### src/rtl/rfd_pkg.sv
package rfd_pkg;

    typedef enum logic [1:0] {
        KIND_IDLE = 2'd0,
        KIND_PEND = 2'd1,
        KIND_ACC  = 2'd2,
        KIND_CBR  = 2'd3
    } row_kind_e;

    localparam int CTRL_W = 5;

    typedef struct packed {
        logic ras_n;
        logic cas_n;
        logic we_n;
        logic cs_n;
        logic oe_n;
    } ctrl_t;

    localparam ctrl_t CTRL_IDLE = '{ras_n: 1'b1, cas_n: 1'b1, we_n: 1'b1,
                                    cs_n: 1'b1, oe_n: 1'b1};

endpackage

### src/rtl/rfd_sync.sv
module rfd_sync #(
    parameter int             W       = 8,
    parameter int             STAGES  = 2,
    parameter logic [W-1:0]   RST_VAL = '0
) (
    input  logic         clk,
    input  logic         rst_n,
    input  logic [W-1:0] din,
    output logic [W-1:0] dout
);

    logic [W-1:0] stage_d [STAGES];
    logic [W-1:0] stage_q [STAGES];

    for (genvar i = 0; i < STAGES; i++) begin : g_stage
        if (i == 0) begin : g_first
            always_comb stage_d[i] = din;
        end else begin : g_next
            always_comb stage_d[i] = stage_q[i-1];
        end
    end

    always_ff @(posedge clk or negedge rst_n) begin
        if (!rst_n) begin
            for (int i = 0; i < STAGES; i++) stage_q[i] <= RST_VAL;
        end else begin
            for (int i = 0; i < STAGES; i++) stage_q[i] <= stage_d[i];
        end
    end

    assign dout = stage_q[STAGES-1];

endmodule

### src/rtl/rfd_row_counter.sv
module rfd_row_counter #(
    parameter int NUM_ROWS = 4096,
    localparam int CNT_W = (NUM_ROWS > 1) ? $clog2(NUM_ROWS) : 1
) (
    input  logic             clk,
    input  logic             rst_n,
    input  logic             advance,
    output logic [CNT_W-1:0] cnt
);

    localparam logic [CNT_W-1:0] LAST = CNT_W'(NUM_ROWS - 1);

    logic [CNT_W-1:0] cnt_d, cnt_q;

    always_comb begin
        cnt_d = cnt_q;
        if (advance) begin
            cnt_d = (cnt_q == LAST) ? '0 : cnt_q + 1'b1;
        end
    end

    always_ff @(posedge clk or negedge rst_n) begin
        if (!rst_n) cnt_q <= '0;
        else        cnt_q <= cnt_d;
    end

    assign cnt = cnt_q;

    AST_CNT_STEP: assert property (@(posedge clk) disable iff (!rst_n)
        advance |=> cnt_q == (($past(cnt_q) == LAST) ? '0 : $past(cnt_q) + 1'b1));

    AST_CNT_HOLD: assert property (@(posedge clk) disable iff (!rst_n)
        !advance |=> $stable(cnt_q));

endmodule

### src/rtl/rfd_classifier.sv
module rfd_classifier
    import rfd_pkg::*;
#(
    parameter int ADDR_W = 12
) (
    input  logic              clk,
    input  logic              rst_n,
    input  logic              ras_n_s,
    input  logic              cas_n_s,
    input  logic              cs_n_s,
    input  logic [ADDR_W-1:0] addr_s,
    input  logic [ADDR_W-1:0] cnt_row,
    output logic              cnt_adv,
    output logic              cas_fall,
    output logic              cas_rise,
    output logic              ras_rise,
    output logic [ADDR_W-1:0] row_o,
    output logic              row_open_o,
    output logic              pulse_o,
    output logic              cbr_o
);

    typedef struct packed {
        row_kind_e         kind;
        logic [ADDR_W-1:0] row;
        logic              pulse;
        logic              cbr;
        logic              p_ras;
        logic              p_cas;
    } cls_t;

    cls_t q, n;
    logic cs_act, ras_fall;

    assign cs_act   = !cs_n_s;
    assign ras_fall = cs_act &&  q.p_ras && !ras_n_s;
    assign ras_rise = cs_act && !q.p_ras &&  ras_n_s;
    assign cas_fall = cs_act &&  q.p_cas && !cas_n_s;
    assign cas_rise = cs_act && !q.p_cas &&  cas_n_s;

    always_comb begin
        n       = q;
        n.pulse = 1'b0;
        n.p_ras = ras_n_s;
        n.p_cas = cas_n_s;
        cnt_adv = 1'b0;
        if (ras_fall && q.kind == KIND_IDLE) begin
            if (!cas_n_s) begin
                n.kind  = KIND_CBR;
                n.row   = cnt_row;
                n.pulse = 1'b1;
                n.cbr   = 1'b1;
                cnt_adv = 1'b1;
            end else begin
                n.kind = KIND_PEND;
                n.row  = addr_s;
            end
        end else if (ras_rise && q.kind != KIND_IDLE) begin
            if (q.kind == KIND_PEND) begin
                n.pulse = 1'b1;
                n.cbr   = 1'b0;
            end
            n.kind = KIND_IDLE;
        end else if (cas_fall && q.kind == KIND_PEND) begin
            n.kind = KIND_ACC;
        end
    end

    always_ff @(posedge clk or negedge rst_n) begin
        if (!rst_n) begin
            q.kind  <= KIND_IDLE;
            q.row   <= '0;
            q.pulse <= 1'b0;
            q.cbr   <= 1'b0;
            q.p_ras <= 1'b1;
            q.p_cas <= 1'b1;
        end else begin
            q <= n;
        end
    end

    assign row_o      = q.row;
    assign row_open_o = (q.kind != KIND_IDLE);
    assign pulse_o    = q.pulse;
    assign cbr_o      = q.cbr;

    AST_ROW_HELD: assert property (@(posedge clk) disable iff (!rst_n)
        (row_open_o && $past(row_open_o)) |-> $stable(row_o));

    AST_CBR_ROW_FROM_CNT: assert property (@(posedge clk) disable iff (!rst_n)
        (q.pulse && q.cbr) |-> (q.row == $past(cnt_row)));

    AST_ROR_AT_CLOSE: assert property (@(posedge clk) disable iff (!rst_n)
        (q.pulse && !q.cbr) |-> (q.kind == KIND_IDLE));

    AST_DESELECT_NO_OPEN: assert property (@(posedge clk) disable iff (!rst_n)
        (cs_n_s && !row_open_o) |=> !row_open_o);

endmodule

### src/rtl/rfd_out_ctrl.sv
module rfd_out_ctrl (
    input  logic clk,
    input  logic rst_n,
    input  logic cas_fall,
    input  logic cas_rise,
    input  logic ras_rise,
    input  logic row_open,
    input  logic we_n_s,
    input  logic oe_n_s,
    input  logic cs_n_s,
    output logic dout_en
);

    typedef struct packed {
        logic valid;
        logic drive;
    } oc_t;

    oc_t q, n;

    always_comb begin
        n = q;
        if (cas_rise) begin
            n.valid = 1'b0;
        end else if (cas_fall && row_open) begin
            n.valid = we_n_s;
        end
        n.drive = n.valid && !oe_n_s && !cs_n_s;
    end

    always_ff @(posedge clk or negedge rst_n) begin
        if (!rst_n) q <= '0;
        else        q <= n;
    end

    assign dout_en = q.drive;

    AST_OE_BLOCKS: assert property (@(posedge clk) disable iff (!rst_n)
        $past(oe_n_s) |-> !dout_en);

    AST_HIDDEN_HOLD: assert property (@(posedge clk) disable iff (!rst_n)
        (q.valid && ras_rise && !cas_rise) |=> q.valid);

    AST_WRITE_NO_DRIVE: assert property (@(posedge clk) disable iff (!rst_n)
        (cas_fall && row_open && !we_n_s) |=> !dout_en);

endmodule

### src/rtl/dram_refresh_decoder.sv
module dram_refresh_decoder
    import rfd_pkg::*;
#(
    parameter int ADDR_W      = 12,
    parameter int NUM_ROWS    = 4096,
    parameter int SYNC_STAGES = 2
) (
    input  logic              clk,
    input  logic              rst_n,
    input  logic              ras_n,
    input  logic              cas_n,
    input  logic              we_n,
    input  logic              cs_n,
    input  logic              oe_n,
    input  logic [ADDR_W-1:0] addr,
    output logic [ADDR_W-1:0] row_sel,
    output logic              row_open,
    output logic              refresh_pulse,
    output logic              refresh_cbr,
    output logic              dout_en
);

    localparam int CNT_W  = (NUM_ROWS > 1) ? $clog2(NUM_ROWS) : 1;
    localparam int PIN_W  = CTRL_W + ADDR_W;
    localparam logic [PIN_W-1:0] PIN_RST = {CTRL_IDLE, {ADDR_W{1'b0}}};

    ctrl_t             ctrl_raw, ctrl_s;
    logic [ADDR_W-1:0] addr_s;
    logic [PIN_W-1:0]  pins_s;
    logic [CNT_W-1:0]  cnt;
    logic [ADDR_W-1:0] cnt_row;
    logic              cnt_adv, cas_fall, cas_rise, ras_rise;

    assign ctrl_raw = '{ras_n: ras_n, cas_n: cas_n, we_n: we_n,
                        cs_n: cs_n, oe_n: oe_n};

    rfd_sync #(.W(PIN_W), .STAGES(SYNC_STAGES), .RST_VAL(PIN_RST)) u_sync (
        .clk  (clk),
        .rst_n(rst_n),
        .din  ({ctrl_raw, addr}),
        .dout (pins_s)
    );

    assign ctrl_s = ctrl_t'(pins_s[PIN_W-1:ADDR_W]);
    assign addr_s = pins_s[ADDR_W-1:0];

    rfd_row_counter #(.NUM_ROWS(NUM_ROWS)) u_cnt (
        .clk    (clk),
        .rst_n  (rst_n),
        .advance(cnt_adv),
        .cnt    (cnt)
    );

    assign cnt_row = ADDR_W'(cnt);

    rfd_classifier #(.ADDR_W(ADDR_W)) u_cls (
        .clk       (clk),
        .rst_n     (rst_n),
        .ras_n_s   (ctrl_s.ras_n),
        .cas_n_s   (ctrl_s.cas_n),
        .cs_n_s    (ctrl_s.cs_n),
        .addr_s    (addr_s),
        .cnt_row   (cnt_row),
        .cnt_adv   (cnt_adv),
        .cas_fall  (cas_fall),
        .cas_rise  (cas_rise),
        .ras_rise  (ras_rise),
        .row_o     (row_sel),
        .row_open_o(row_open),
        .pulse_o   (refresh_pulse),
        .cbr_o     (refresh_cbr)
    );

    rfd_out_ctrl u_out (
        .clk     (clk),
        .rst_n   (rst_n),
        .cas_fall(cas_fall),
        .cas_rise(cas_rise),
        .ras_rise(ras_rise),
        .row_open(row_open),
        .we_n_s  (ctrl_s.we_n),
        .oe_n_s  (ctrl_s.oe_n),
        .cs_n_s  (ctrl_s.cs_n),
        .dout_en (dout_en)
    );

endmodule

### config.mk
export PLATFORM = sky130hd
export DESIGN_NAME = dram_refresh_decoder
export DESIGN_NICKNAME = d
export VERILOG_FILES = /design/src/rtl/rfd_pkg.sv /design/src/rtl/rfd_sync.sv /design/src/rtl/rfd_row_counter.sv /design/src/rtl/rfd_classifier.sv /design/src/rtl/rfd_out_ctrl.sv /design/src/rtl/dram_refresh_decoder.sv
export SDC_FILE = /design/constraint.sdc
export NUM_CORES = 1
export LEC_CHECK = 0
export BUFFER_PORTS_ARGS = -buffer_cell sky130_fd_sc_hd__buf_2
export CORE_MARGIN = 5
export CORE_UTILIZATION = 60
export CTS_CLUSTER_SIZE = 20
export DETAILED_ROUTE_END_ITERATION = 16
export PLACE_DENSITY = 0.9
export SYNTH_ARGS = -nofsm -noshare
export SYNTH_HDL_FRONTEND = slang
export SYNTH_SLANG_ARGS = --single-unit
### constraint.sdc
create_clock -name clk -period 3.1 [get_ports clk]
set_clock_uncertainty 0.2 [all_clocks]
set_input_delay 0 -clock clk [delete_from_list [all_inputs] [get_ports clk]]
set_output_delay 0 -clock clk [all_outputs]
set_load 0.05 [all_outputs]
Word-level counts from Yosys, hierarchy flattened --
Cells that the tools add are included.
Cells by class: equality and inequality tests 3, reductions and logical operators 26, multiplexer cells 13, $add $sub $neg 1
Operators by type and width (number):
- 1-bit logical AND | 14
- 14-bit two-way mux | 1
- 2-bit two-way mux | 7
- 12-bit by 1-bit adder with 12-bit output, second input constant | 1
- 12-bit equality test, second input constant | 1
- 12-bit two-way mux | 1
- 1-bit logical NOT | 6
- 2-bit nonzero test | 3
- 1-bit two-way mux | 4
- 3-bit AND reduction | 1
- 3-bit nonzero test | 1
- 2-bit by 1-bit equality test with 1-bit output, second input constant | 1
- 2-bit logical NOT | 1
- 2-bit != test, second input constant | 1
Storage, ports and cells: register bits 66, input bits 19, output and inout bits 16, logic and storage cells 54

Logic depth before layout (Yosys ltp) --
depth after elaboration 8, mapped depth 6, gate-level depth less buffers 5

Cells and area by module --
Synthesis repeated with hierarchy kept, for this count alone.
Unflattened totals: cell total of the unflattened synthesis 200, area, all modules 2586.2 um^2
By module, submodules not included:
- rfd_classifier | instances 1, cells an instance 100, area an instance 1002.2 um^2, seq. area each 452.9 um^2
- rfd_sync | instances 1, cells an instance 34, area an instance 863.3 um^2, seq. area each 863.3 um^2
- rfd_row_counter | instances 1, cells an instance 60, area an instance 623.1 um^2, seq. area each 300.3 um^2
- rfd_out_ctrl | instances 1, cells an instance 6, area an instance 97.6 um^2, seq. area each 50.0 um^2

Least setup slack after synthesis --
OpenSTA, ideal clock, no wires.
kind flip-flop to flip-flop, from reg u_cls.q[16] (netlist bit), to reg u_out.q[1] (netlist bit), required time 2777 ps, buffers on the path 1, data arrival time 1520 ps, slack 1257 ps, setup time 123 ps, cell stages (with the launch flop) 6, path through dfrtp_1 or2_2 clkbuf_1 a32o_1 nand2_1 nand2_1
RTL lines:
- start: declaration | RTL line rfd_classifier.sv:32 | cls_t q, n;
- start signal: assignment | RTL line rfd_classifier.sv:78 | q <= n;
- end signal: assignment | RTL line rfd_out_ctrl.sv:33 | else q <= n;
- end: declaration | RTL line rfd_out_ctrl.sv:19 | oc_t q, n;

Worst setup path after layout --
from reg u_cnt.cnt_q[0], in the netlist u_cnt.cnt[0], to reg u_cnt.cnt_q[3], in the netlist u_cnt.cnt[3]
Between the ends: longest elaborated chain between the ends 2
RTL lines:
- start: declaration | RTL line rfd_row_counter.sv:13 | logic [CNT_W-1:0] cnt_d, cnt_q;
- start signal: assignment | RTL line rfd_row_counter.sv:24 | else cnt_q <= cnt_d;
- 12-bit by 1-bit adder with 12-bit output or 12-bit equality test (tied branches) | RTL line rfd_row_counter.sv:18 | cnt_d = (cnt_q == LAST) ? '0 : cnt_q + 1'b1;
- 12-bit two-way mux (*) | RTL line rfd_row_counter.sv:18
Every way passes the cells marked *; elsewhere a longest branch is shown, timed or not. A chain may end at the register's enable or synchronous reset.

==> results.toml <==
[timing]
fin_ws_ns = 1.18
tightest_slew_ns = 1.02
period_needed_ns = 1.92
slew_headroom = 0.318
post-route-period-util = 0.620
setup_viol = 0
rsz0062_at_grt = "false"
tns_ns = 0
fmax_ghz = 0.520
hold_viol = 0
maxSlewViolCount = 0

[synthesis]
synthTopCellsByArea = "dfrtp_1, dfstp_2, mux2i_1"
ys_types = 44
synthFlopType = "dfrtp_1"
syn_avg_cell_area_um2 = 12.7
synth_nets = 218
synth_edf_count = 0
synth_simple_gate_area_frac = 0.130
yosysMostFrequentCell = "dfrtp_1"
synth_compound_area_frac = 0.0854
syn_inst = 198
syn-cell-area_um2 = 2520
yosysTopAreaCell = "dfrtp_1"
synth_top_area_frac = 0.537
yosysSeqAreaShare = 0.662
ys_ff_latch = 66
synth_top_family_by_area = "simple AND/OR/NAND/NOR gates"
synth_fa_ha_area_frac = 0.00497
yosysWarnings = 0
synthArstFlopShare = 1.00
synth_common_cells = "dfrtp_1, a21oi_1, nor2_1"
synthMuxAreaShare = 0.0477
synth_xor_area_frac = 0.0174

[worst_setup_path]
reg2reg_from = "u_cnt.cnt[0]"
reg2regPathDepth = 5
cp_data_required_time_ns = 3.13
setup.worst_path.start_class = "flip-flop"
critPathCaptureType = "flip-flop"
ff2ff_setup_slack_ns = 1.18
critPathArrivalTime_ns = 1.95
worst-path-max-fanout = 6
crit_type = "reg2reg"
r2r_end = "u_cnt.cnt[3]"
crit_start = "u_cnt.cnt[0]"

[clock_tree]
path_clk_slew_ns = 0.07
postCtsSetupRepairBufs = 0
clock_latency_ns = 0.33
cts_buffers = 9
ctsResizeCount = 0
cts.sink_count = 66
cts_tree = "done"
ctsLongestPathBuffers = 2
ctsHoldBuffers = 18
cts-root-buf = "clkbuf_8"
htree_levels = 3

[cells_and_area]
area_delta_synth_final_pct = 20.1
fill_cells = 243
final_cells = 300
nNetsFinal = 265
n_antenna_cell = 0
drive_above_1_share = 0.288

[power]
peakVddDrop_uv = 437
leakage_uw = 0.00142
power_uw = 2520
p_per_area_nw_per_um2 = 832

[global_routing]
grt_pass1_vias = 1544
antenna_found_initial = 0
grt_max_degree = 51
grt_overflow_total = 0
grt_util_all_layers = 0.182
grt_first_pass_wirelength_um = 7220

[min_path]
min_path_cells = 2
hp-class = "in2reg"
min_to = "u_sync.stage_d[9]"
hp-start = "addr[9]"

[floorplanning]
coreArea_um2 = 4030
initial_core_util = 0.625
dieArea_um2 = 5590
ios = 35
rows = 23
die_width_um = 74.8
chipHeight_um = 74.8

[detailed_routing]
dr.pass1.iters = 4
drt-wirelength-per-cell_um = 14.2
drtIter0Drc = 181
num_vias = 1620
via_per_inst = 5.40
drt_wl_total_um = 4260
postRouteAntennaNets = 0
drc = 0

[placement]
hpwlAfterDp_um = 2920
dp_slack_ns = 1.21
io_buffers = 34
place_congestion = 0.845
placed_cells = 266

[flow_run]
maxCapViolCount = 0

[status]
outcome = "finished, final reports clean"
-- through the flow --
step / instance area, um^2 / hold slack (ns) / utilization
2_1_floorplan: 2520 / -0.496 / -
3_3_place_gp: 2650 / -0.0949 / 0.657
3_5_place_dp: 2650 / -0.0935 / 0.657
4_1_cts: 3030 / 0.0826 / 0.751
5_1_grt: 3030 / 0.0842 / 0.751
6_report: 3030 / 0.100 / 0.751
-- cells by family after synthesis --
family / Yosys count
AO/OA/AOI/OAI: 35
XOR/XNOR: 5
adder cells (fa/ha/maj): 1
buffers and inverters: 22
flip-flops: 66
multiplexers: 12
AND/OR/NAND/NOR: 57
-- final cells by class --
| cell class | count | area, um^2 | share of cell area |
|---|---|---|---|
| Sequential cell | 66 | 1670 | 0.551 |
| Inverter | 4 | 15.0 | 0.00496 |
| Multi-Input combinational cell | 110 | 718 | 0.237 |
| Clock buffer | 14 | 163 | 0.0538 |
| Tap cell | 50 | 62.6 | 0.0207 |
| Clock inverter | 2 | 35.0 | 0.0116 |
| Timing Repair Buffer | 54 | 365 | 0.121 |
-- power by group --
group	total (uW)	internal [uW]	switching [uW]
clock	704	415	289
sequential	1110	1010	103
combinational	700	189	511
total	2520	1620	903
-- per-layer routing --
metal  track usage  vias up  share of wire
met1         0.248      772           0.41
met4        0.0988        0          0.018
li1              -      776              -
met3        0.0681        7          0.094
met5             0        -              0
met2         0.254       65           0.47
-- registers in the layout, summed over array words and instances, names as in the netlist --
signal	count
u_cls.q	4
u_sync.stage_d	17
u_out.dout_en	1
u_sync.dout	17
u_cls.row_o	12
u_out.q	1
u_cnt.cnt	12
u_cls.cbr_o	1
u_cls.pulse_o	1
-- worst max-delay path by stage --
stage | endpoint | slack (ns) | cells past startpoint
2_1_floorplan | u_out.q[1] | 1.26 | 5
4_1_cts | u_cnt.cnt[3] | 1.19 | 5
3_3_place_gp | u_cnt.cnt[3] | 1.26 | 5
5_1_grt | u_cnt.cnt[5] | 1.05 | 5
6_report | u_cnt.cnt[3] | 1.18 | 5
3_5_place_dp | u_cnt.cnt[3] | 1.21 | 5
-- critical path, stage by stage, from the launching register on --
cell	delay, ns
dfrtp_1	0.42
ha_1	0.23
nand4_1	0.20
nor4_2	0.43
o21ai_0	0.14
a21o_1	0.19
-- cells in the final DEF, fill, tap and decap left out, drive strengths merged, types with 3 or more instances in the layout --
master / n
and3: 3
nand2: 12
o21ai: 7
nand4: 5
mux2i: 12
a21o: 3
dfrtp: 54
dfstp: 12
dlygate4sd3: 18
clkbuf: 14
nand3: 4
buf: 36
nor2: 17
nor3: 4
a21oi: 16
xor2: 3
inv: 4
Note: power is estimated with default switching activity, not from simulation.
